--- src/rtl/lfsr_enc_pkg.sv ---
package lfsr_enc_pkg;

  typedef struct packed {
    logic load;
    logic run;
  } encStrobe_t;

  localparam int M_CODE_W = 17;
  localparam int N_CODE_W = 10;
  localparam int P_CODE_W = 7;
  localparam int SELP_W   = 5;
  localparam int SELI_W   = 6;

  localparam int M_LFSR_W = 15;
  localparam int N_LFSR_W = 8;
  localparam int P_LFSR_W = 5;

  localparam int M_LIMIT = 32768;
  localparam int N_LIMIT = 256;
  localparam int P_LIMIT = 512;

  localparam int DIVIDEND   = 1024;
  localparam int DIVIDEND_W = 11;

endpackage

--- src/rtl/enc_lfsr_lane.sv ---
module enc_lfsr_lane #(
  parameter int RW = 8,
  parameter int LW = 8,
  parameter int CW = 10,
  parameter logic [LW-1:0] SEED = '0,
  parameter logic [LW-1:0] TAPS = '0,
  parameter int LIMIT = 256,
  parameter logic [CW-1:0] CODE1 = '0,
  parameter logic [CW-1:0] CODE2 = '0
) (
  input  logic          clk,
  input  logic          rstN,
  input  logic          load,
  input  logic          run,
  input  logic [RW-1:0] ratio,
  output logic [CW-1:0] code,
  output logic          fin
);
  localparam int CLOG = $clog2(LIMIT + 2);
  localparam int CNTW = (RW > CLOG) ? RW : CLOG;
  localparam logic [CNTW-1:0] CNT_END = CNTW'(LIMIT);

  typedef enum logic [1:0] {K_ZERO, K_ONE, K_TWO, K_RUN} kind_t;

  kind_t           kind;
  logic [LW-1:0]   lfsr;
  logic [CNTW-1:0] cnt;

  assign fin = (kind != K_RUN) || (cnt > CNT_END);

  always_ff @(posedge clk or negedge rstN) begin
    if (!rstN) begin
      kind <= K_RUN;
      lfsr <= SEED;
      cnt  <= CNT_END + CNTW'(1);
    end else if (load) begin
      lfsr <= SEED;
      cnt  <= CNTW'(ratio);
      if (ratio == RW'(0))      kind <= K_ZERO;
      else if (ratio == RW'(1)) kind <= K_ONE;
      else if (ratio == RW'(2)) kind <= K_TWO;
      else                      kind <= K_RUN;
    end else if (run && !fin) begin
      lfsr <= {^(lfsr & TAPS), lfsr[LW-1:1]};
      cnt  <= cnt + CNTW'(1);
    end
  end

  always_comb begin
    case (kind)
      K_ZERO:  code = '1;
      K_ONE:   code = CODE1;
      K_TWO:   code = CODE2;
      default: code = CW'(lfsr);
    endcase
  end

  // without a load nothing moves the register when the lane is not running
  p_idle_hold_r9: assert property (@(posedge clk) disable iff (!rstN)
    (!load && !run) |=> $stable(lfsr));

  // a fixed-code lane never steps
  p_fixed_frozen_r4: assert property (@(posedge clk) disable iff (!rstN)
    (kind != K_RUN && !load) |=> ($stable(lfsr) && $stable(cnt)));

endmodule

--- src/rtl/enc_datapath.sv ---
module enc_datapath
  import lfsr_enc_pkg::*;
#(
  parameter int MW = 16,
  parameter int NW = 9,
  parameter int PW = 6
) (
  input  logic                clk,
  input  logic                rstN,
  input  encStrobe_t          strobes,
  input  logic [MW-1:0]       mRatio,
  input  logic [NW-1:0]       nRatio,
  input  logic [PW-1:0]       pRatio,
  output logic [M_CODE_W-1:0] mCode,
  output logic [N_CODE_W-1:0] nCode,
  output logic [P_CODE_W-1:0] pCode,
  output logic [SELP_W-1:0]   selProp,
  output logic [SELI_W-1:0]   selInt,
  output logic [31:0]         fbWord,
  output logic [31:0]         npWord,
  output logic                allFin
);
  localparam int DIVW = MW + 1;
  localparam int DCW  = $clog2(DIVIDEND_W + 1);
  localparam logic [MW-1:0] TH_A = MW'(16384);
  localparam logic [MW-1:0] TH_B = MW'(8192);
  localparam logic [MW-1:0] TH_C = MW'(2048);
  localparam logic [MW-1:0] TH_D = MW'(501);
  localparam logic [MW-1:0] TH_E = MW'(60);

  logic mFin, nFin, pFin;

  enc_lfsr_lane #(.RW(MW), .LW(M_LFSR_W), .CW(M_CODE_W), .SEED(15'h4000),
    .TAPS(15'h0003), .LIMIT(M_LIMIT), .CODE1(17'h18003), .CODE2(17'h10003))
  uLaneM (.clk(clk), .rstN(rstN), .load(strobes.load), .run(strobes.run),
    .ratio(mRatio), .code(mCode), .fin(mFin));

  enc_lfsr_lane #(.RW(NW), .LW(N_LFSR_W), .CW(N_CODE_W), .SEED(8'h80),
    .TAPS(8'h1D), .LIMIT(N_LIMIT), .CODE1(10'h302), .CODE2(10'h202))
  uLaneN (.clk(clk), .rstN(rstN), .load(strobes.load), .run(strobes.run),
    .ratio(nRatio), .code(nCode), .fin(nFin));

  enc_lfsr_lane #(.RW(PW), .LW(P_LFSR_W), .CW(P_CODE_W), .SEED(5'h10),
    .TAPS(5'h05), .LIMIT(P_LIMIT), .CODE1(7'h62), .CODE2(7'h42))
  uLaneP (.clk(clk), .rstN(rstN), .load(strobes.load), .run(strobes.run),
    .ratio(pRatio), .code(pCode), .fin(pFin));

  // restoring divider: DIVIDEND / (M + 9), one quotient bit per clock
  logic [MW-1:0]         mReg;
  logic [DIVIDEND_W-1:0] dvd;
  logic [DIVIDEND_W-1:0] quo;
  logic [DIVW-1:0]       rem;
  logic [DIVW-1:0]       dsr;
  logic [DCW-1:0]        divCnt;
  logic [DIVW-1:0]       remShift;
  logic                  fits;

  assign remShift = {rem[DIVW-2:0], dvd[DIVIDEND_W-1]};
  assign fits     = remShift >= dsr;

  always_ff @(posedge clk or negedge rstN) begin
    if (!rstN) begin
      mReg   <= '0;
      dvd    <= '0;
      quo    <= '0;
      rem    <= '0;
      dsr    <= DIVW'(9);
      divCnt <= '0;
    end else if (strobes.load) begin
      mReg   <= mRatio;
      dvd    <= DIVIDEND_W'(DIVIDEND);
      quo    <= '0;
      rem    <= '0;
      dsr    <= {1'b0, mRatio} + DIVW'(9);
      divCnt <= DCW'(DIVIDEND_W);
    end else if (strobes.run && divCnt != '0) begin
      rem    <= fits ? (remShift - dsr) : remShift;
      quo    <= {quo[DIVIDEND_W-2:0], fits};
      dvd    <= {dvd[DIVIDEND_W-2:0], 1'b0};
      divCnt <= divCnt - DCW'(1);
    end
  end

  assign allFin = mFin && nFin && pFin && (divCnt == '0);

  always_comb begin
    if (mReg < TH_E) selProp = SELP_W'(mReg >> 1) + SELP_W'(1);
    else             selProp = SELP_W'(31);
  end

  always_comb begin
    if (mReg > TH_A)       selInt = SELI_W'(1);
    else if (mReg > TH_B)  selInt = SELI_W'(2);
    else if (mReg > TH_C)  selInt = SELI_W'(4);
    else if (mReg >= TH_D) selInt = SELI_W'(8);
    else if (mReg >= TH_E) selInt = {quo[3:0], 2'b00};
    else                   selInt = {mReg[5:2], 2'b00} + SELI_W'(4);
  end

  assign fbWord = {4'b0000, selInt, selProp, mCode};
  assign npWord = {10'b0, nCode, 12'b0} | {25'b0, pCode};

  // once the divider has finished it stays finished until the next load
  p_div_settled_r6: assert property (@(posedge clk) disable iff (!rstN)
    (divCnt == '0 && !strobes.load) |=> (divCnt == '0));

  // the proportional select is never zero
  p_selprop_nonzero_r5: assert property (@(posedge clk) disable iff (!rstN)
    selProp != '0);

endmodule

--- src/rtl/enc_ctrl.sv ---
module enc_ctrl
  import lfsr_enc_pkg::*;
(
  input  logic       clk,
  input  logic       rstN,
  input  logic       start,
  input  logic       allFin,
  output encStrobe_t strobes,
  output logic       done
);
  logic busy;

  assign strobes.load = start && !busy;
  assign strobes.run  = busy;

  always_ff @(posedge clk or negedge rstN) begin
    if (!rstN) begin
      busy <= 1'b0;
      done <= 1'b0;
    end else begin
      done <= 1'b0;
      if (!busy && start) begin
        busy <= 1'b1;
      end else if (busy && allFin) begin
        busy <= 1'b0;
        done <= 1'b1;
      end
    end
  end

  // completion is a single-cycle pulse
  p_done_pulse_r8: assert property (@(posedge clk) disable iff (!rstN)
    done |=> !done);

  // completion only follows a running encoding
  p_done_after_run_r8: assert property (@(posedge clk) disable iff (!rstN)
    $rose(done) |-> $past(busy));

  // an unfinished encoding keeps running whatever start does
  p_busy_hold_r9: assert property (@(posedge clk) disable iff (!rstN)
    (busy && !allFin) |=> busy);

endmodule

--- src/rtl/lfsr_ratio_encoder.sv ---
module lfsr_ratio_encoder
  import lfsr_enc_pkg::*;
#(
  parameter int MW = 16,
  parameter int NW = 9,
  parameter int PW = 6
) (
  input  logic                clk,
  input  logic                rstN,
  input  logic                start,
  input  logic [MW-1:0]       mRatio,
  input  logic [NW-1:0]       nRatio,
  input  logic [PW-1:0]       pRatio,
  output logic [M_CODE_W-1:0] mCode,
  output logic [N_CODE_W-1:0] nCode,
  output logic [P_CODE_W-1:0] pCode,
  output logic [SELP_W-1:0]   selProp,
  output logic [SELI_W-1:0]   selInt,
  output logic [31:0]         fbWord,
  output logic [31:0]         npWord,
  output logic                done
);
  encStrobe_t strobes;
  logic       allFin;

  enc_ctrl uCtrl (
    .clk(clk), .rstN(rstN), .start(start), .allFin(allFin),
    .strobes(strobes), .done(done)
  );

  enc_datapath #(.MW(MW), .NW(NW), .PW(PW)) uData (
    .clk(clk), .rstN(rstN), .strobes(strobes),
    .mRatio(mRatio), .nRatio(nRatio), .pRatio(pRatio),
    .mCode(mCode), .nCode(nCode), .pCode(pCode),
    .selProp(selProp), .selInt(selInt),
    .fbWord(fbWord), .npWord(npWord), .allFin(allFin)
  );

endmodule

--- config.mk ---
export PLATFORM = sky130hd
export DESIGN_NAME = lfsr_ratio_encoder
export DESIGN_NICKNAME = d
export VERILOG_FILES = /design/src/rtl/lfsr_enc_pkg.sv /design/src/rtl/enc_lfsr_lane.sv /design/src/rtl/enc_datapath.sv /design/src/rtl/enc_ctrl.sv /design/src/rtl/lfsr_ratio_encoder.sv
export SDC_FILE = /design/constraint.sdc
export NUM_CORES = 1
export LEC_CHECK = 0
export BUFFER_PORTS_ARGS = -buffer_cell sky130_fd_sc_hd__clkbuf_2
export CORE_MARGIN = 5
export CORE_UTILIZATION = 50
export DETAILED_ROUTE_END_ITERATION = 10
export GPL_ROUTABILITY_DRIVEN = 0
export PLACE_DENSITY = 0.72
export SYNTH_ARGS = -nofsm -noshare
export SYNTH_HDL_FRONTEND = slang
export SYNTH_SLANG_ARGS = --single-unit
--- constraint.sdc ---
create_clock -name clk -period 2.8 [get_ports clk]
set_clock_uncertainty 0.15 [all_clocks]
set_input_delay 0.14 -clock clk [delete_from_list [all_inputs] [get_ports clk]]
set_output_delay 0.14 -clock clk [all_outputs]
set_load 0.01 [all_outputs]
==> impl_metrics.tcl <==
set metrics [dict create \
    outcome "finished, violations left" \
    violations "negative setup slack" \
    die_area_um2 19100 \
    first_pass_iters 6 \
    min_path_type "primary input to async pin" \
    nNetsFinal 1155 \
    crit_fanout 4 \
    drt.antenna.violating_nets 0 \
    fin_crit_ps 2970 \
    met1_usage_pct 30.1 \
    yosysTopAreaCell "dfrtp_1" \
    ys_warn_count 0 \
    drtIter0Drc 626 \
    dieWidth_um 138 \
    synth-seq-area-share_pct 39.6 \
    synth-seq-cells 129 \
    finalHoldViolCount 0 \
    synth_area_per_cell_um2 8.49 \
    power_density_nw_per_um2 1300 \
    worst-setup-path-type "flop to output pin" \
    clockBufferDepth 2 \
    rrSetupSlack_ps 120 \
    layout-drive-gt1-share_pct 20.9 \
    setup_ws_ps -171 \
    met3_usage_pct 5.48 \
    initial_utilization_pct 51.3 \
    fin_total_pwr_mw 12.7 \
    hold_slack_ps 168 \
    syn_area_um2 8210 \
    cts-buffers-inserted 17 \
    clock-sinks 129 \
    critPathArrivalTime_ps 2680 \
    track_usage_pct 21.7 \
    io_buffers 124 \
    synth_cell_type_count 68 \
    relSlewSlack_pct 44.2 \
    worstSetupStartpointType "flop" \
    clk_latency_ps 420 \
    io_pins 144 \
    startpoint "uData.mReg[9]" \
    wl_per_cell_um 15.9 \
    cts_root_buffer "clkbuf_16" \
    multi_input_area_um2 4240 \
    tns_ps -1280 \
    antenna_found_initial 0 \
    drt_wl_total_um 20900 \
    synth_most_common_cell "nand2_1" \
    synth_top_area_share_pct 34.1 \
    hpwlAfterDp_um 14600 \
    busiest_layer "met2" \
    fmax_mhz 337 \
    die_y_um 138 \
    overflow 0 \
    fillCellCount 1392 \
    drt-vias-per-instance 5.57 \
    crit_path_end_kind "output pin" \
    ff2ff_path_depth 9 \
    grt_max_degree 80 \
    vias 7335 \
    first_global_vias 7023 \
    rsz0062_at_grt "true" \
    r2r-end "uData.rem[4]" \
    peakVddDrop_mv 0.856 \
    tritoncts "yes" \
    finalSetupViolCount 10 \
    rows 46 \
    clkSlewWorstSetupHoldPaths_ps 50 \
    p_leak_nw 4.80 \
    seq_area_um2 3250 \
    met2_usage_pct 33.9 \
    area_delta_synth_final_pct 19.5 \
    max_slew.worst_pin.slew_ps 834 \
    timing.final.crit_share_pct 106 \
    grt_pass1_wl_um 34800 \
    antennaDiodeCount 0 \
    synth_common_cells "nand2_1, dfrtp_1, nand3_1, o21ai_0, buf_4" \
    htreeDepth 4 \
    drv_cap 0 \
    utilization_pct 61.3 \
    synth_area_leaders "dfrtp_1, nand2_1, buf_4" \
    synth_flop_cell "dfrtp_1" \
    synth_edf_count 0 \
    drv_slew 0 \
    coreArea_um2 16000 \
    synth_cells 967 \
    ys_async_sr_fraction_pct 100 \
    drc 0 \
    crit_required_ps 2510 \
    crit_path_end "selInt[2]" \
    reg2reg_from "uData.dsr[14]" \
]
[what timing repair did]
action / 4_1_cts / 5_1_grt
hold buffers: 35 / 0
setup buffers: 8 / 2
gates resized for setup: 6 / 15
pin swaps: 6 / 1
gates cloned: 0 / 0
endpoints found under the setup margin: 18 / 28
endpoints found under the hold margin: 180 / 0
[critical path: stages (launching register included)]
cell and delay (ps):
dfrtp_1 370, or4_4 530, or4_4 520, a31oi_4 220, mux2i_1 240, a21oi_2 70
nor2b_1 150, buf_2 160
[sequential cells by signal, indices dropped and copies added (netlist names), 4 cells and up]
signal / flops
uData.divCnt: 4
uData.dsr: 17
uData.mReg: 16
uData.quo: 4
uData.rem: 16
uData.uLaneM.cnt: 16
uData.uLaneM.lfsr: 15
uData.uLaneN.cnt: 9
uData.uLaneN.lfsr: 8
uData.uLaneP.cnt: 10
uData.uLaneP.lfsr: 5
[how the worst min path moves through the flow]
stage	to	start	cells past startpoint
after floorplan	uCtrl.busy	rstN	0
after global placement	uData.uLaneN.lfsr[0]	rstN	1
after detailed placement	uData.uLaneN.lfsr[1]	rstN	1
after CTS	uData.divCnt[1]	rstN	3
after global routing	uData.uLaneN.lfsr[3]	rstN	3
final	uData.divCnt[0]	rstN	3
[cell type report]
| type | count | share of cell area, % |
|---|---|---|
| clock buffer | 22 | 4.73 |
| multi-input combinational | 695 | 43.2 |
| clock inverter | 10 | 1.36 |
| tap | 216 | 2.76 |
| sequential | 129 | 33.1 |
| timing repair buffer | 196 | 13.0 |
| inverter | 48 | 1.84 |
[per-layer routing]
metal / part of all wire [%] / vias to the layer above / wire (um)
met3: 7.2 / 26 / 1500
met1: 45 / 3462 / 9490
met5: 0 / - / 0
met4: 1.3 / 0 / 266
li1: - / 3550 / -
met2: 46 / 297 / 9620
[cells in the final DEF (no fill, tap or decap), types with 7 or more instances in the layout]
cell / count
o211ai_1: 13
nand3_1: 80
nand2_1: 165
o21ai_0: 68
o311ai_0: 13
nor4_1: 11
a21oi_1: 25
clkbuf_2: 117
a31oi_1: 8
nand2b_1: 8
nand4_1: 11
inv_1: 48
or3_1: 7
dfstp_2: 17
conb_1: 19
dfrtp_1: 112
nor2b_1: 7
clkbuf_16: 17
xor2_1: 18
dlygate4sd3_1: 35
and2_1: 9
xnor2_1: 22
buf_4: 35
nor3_1: 8
nor2_1: 38
ha_1: 33
and3_1: 15
a21o_1: 27
[logic make-up after synthesis]
kind of cell             synth area share (%)
AO/OA/AOI/OAI                            16.7
buffers and inverters                    10.5
other                                  0.0457
XOR/XNOR                                 4.27
multiplexers                            0.747
AND/OR/NAND/NOR                          22.9
flip-flops                               39.6
adder cells (fa/ha/maj)                  5.27
[metrics by stage]
stage          worst slack (ps)  instance area [um^2]  std cells
4_1_cts                    -195                  9770       1316
3_5_place_dp                115                  8740       1241
2_1_floorplan              92.6                  8280        985
6_report                   -171                  9810       1316
5_1_grt                    -286                  9810       1316
3_3_place_gp                180                  8740       1241
[report_power, final]
part	internal (mW)	leakage [nW]	switching, mW
logic	2.93	2.91	3.90
clock network	1.44	0.290	0.801
registers	2.81	1.60	0.832
total	7.17	4.80	5.54
No activity file was read; power rests on OpenSTA's default activity.
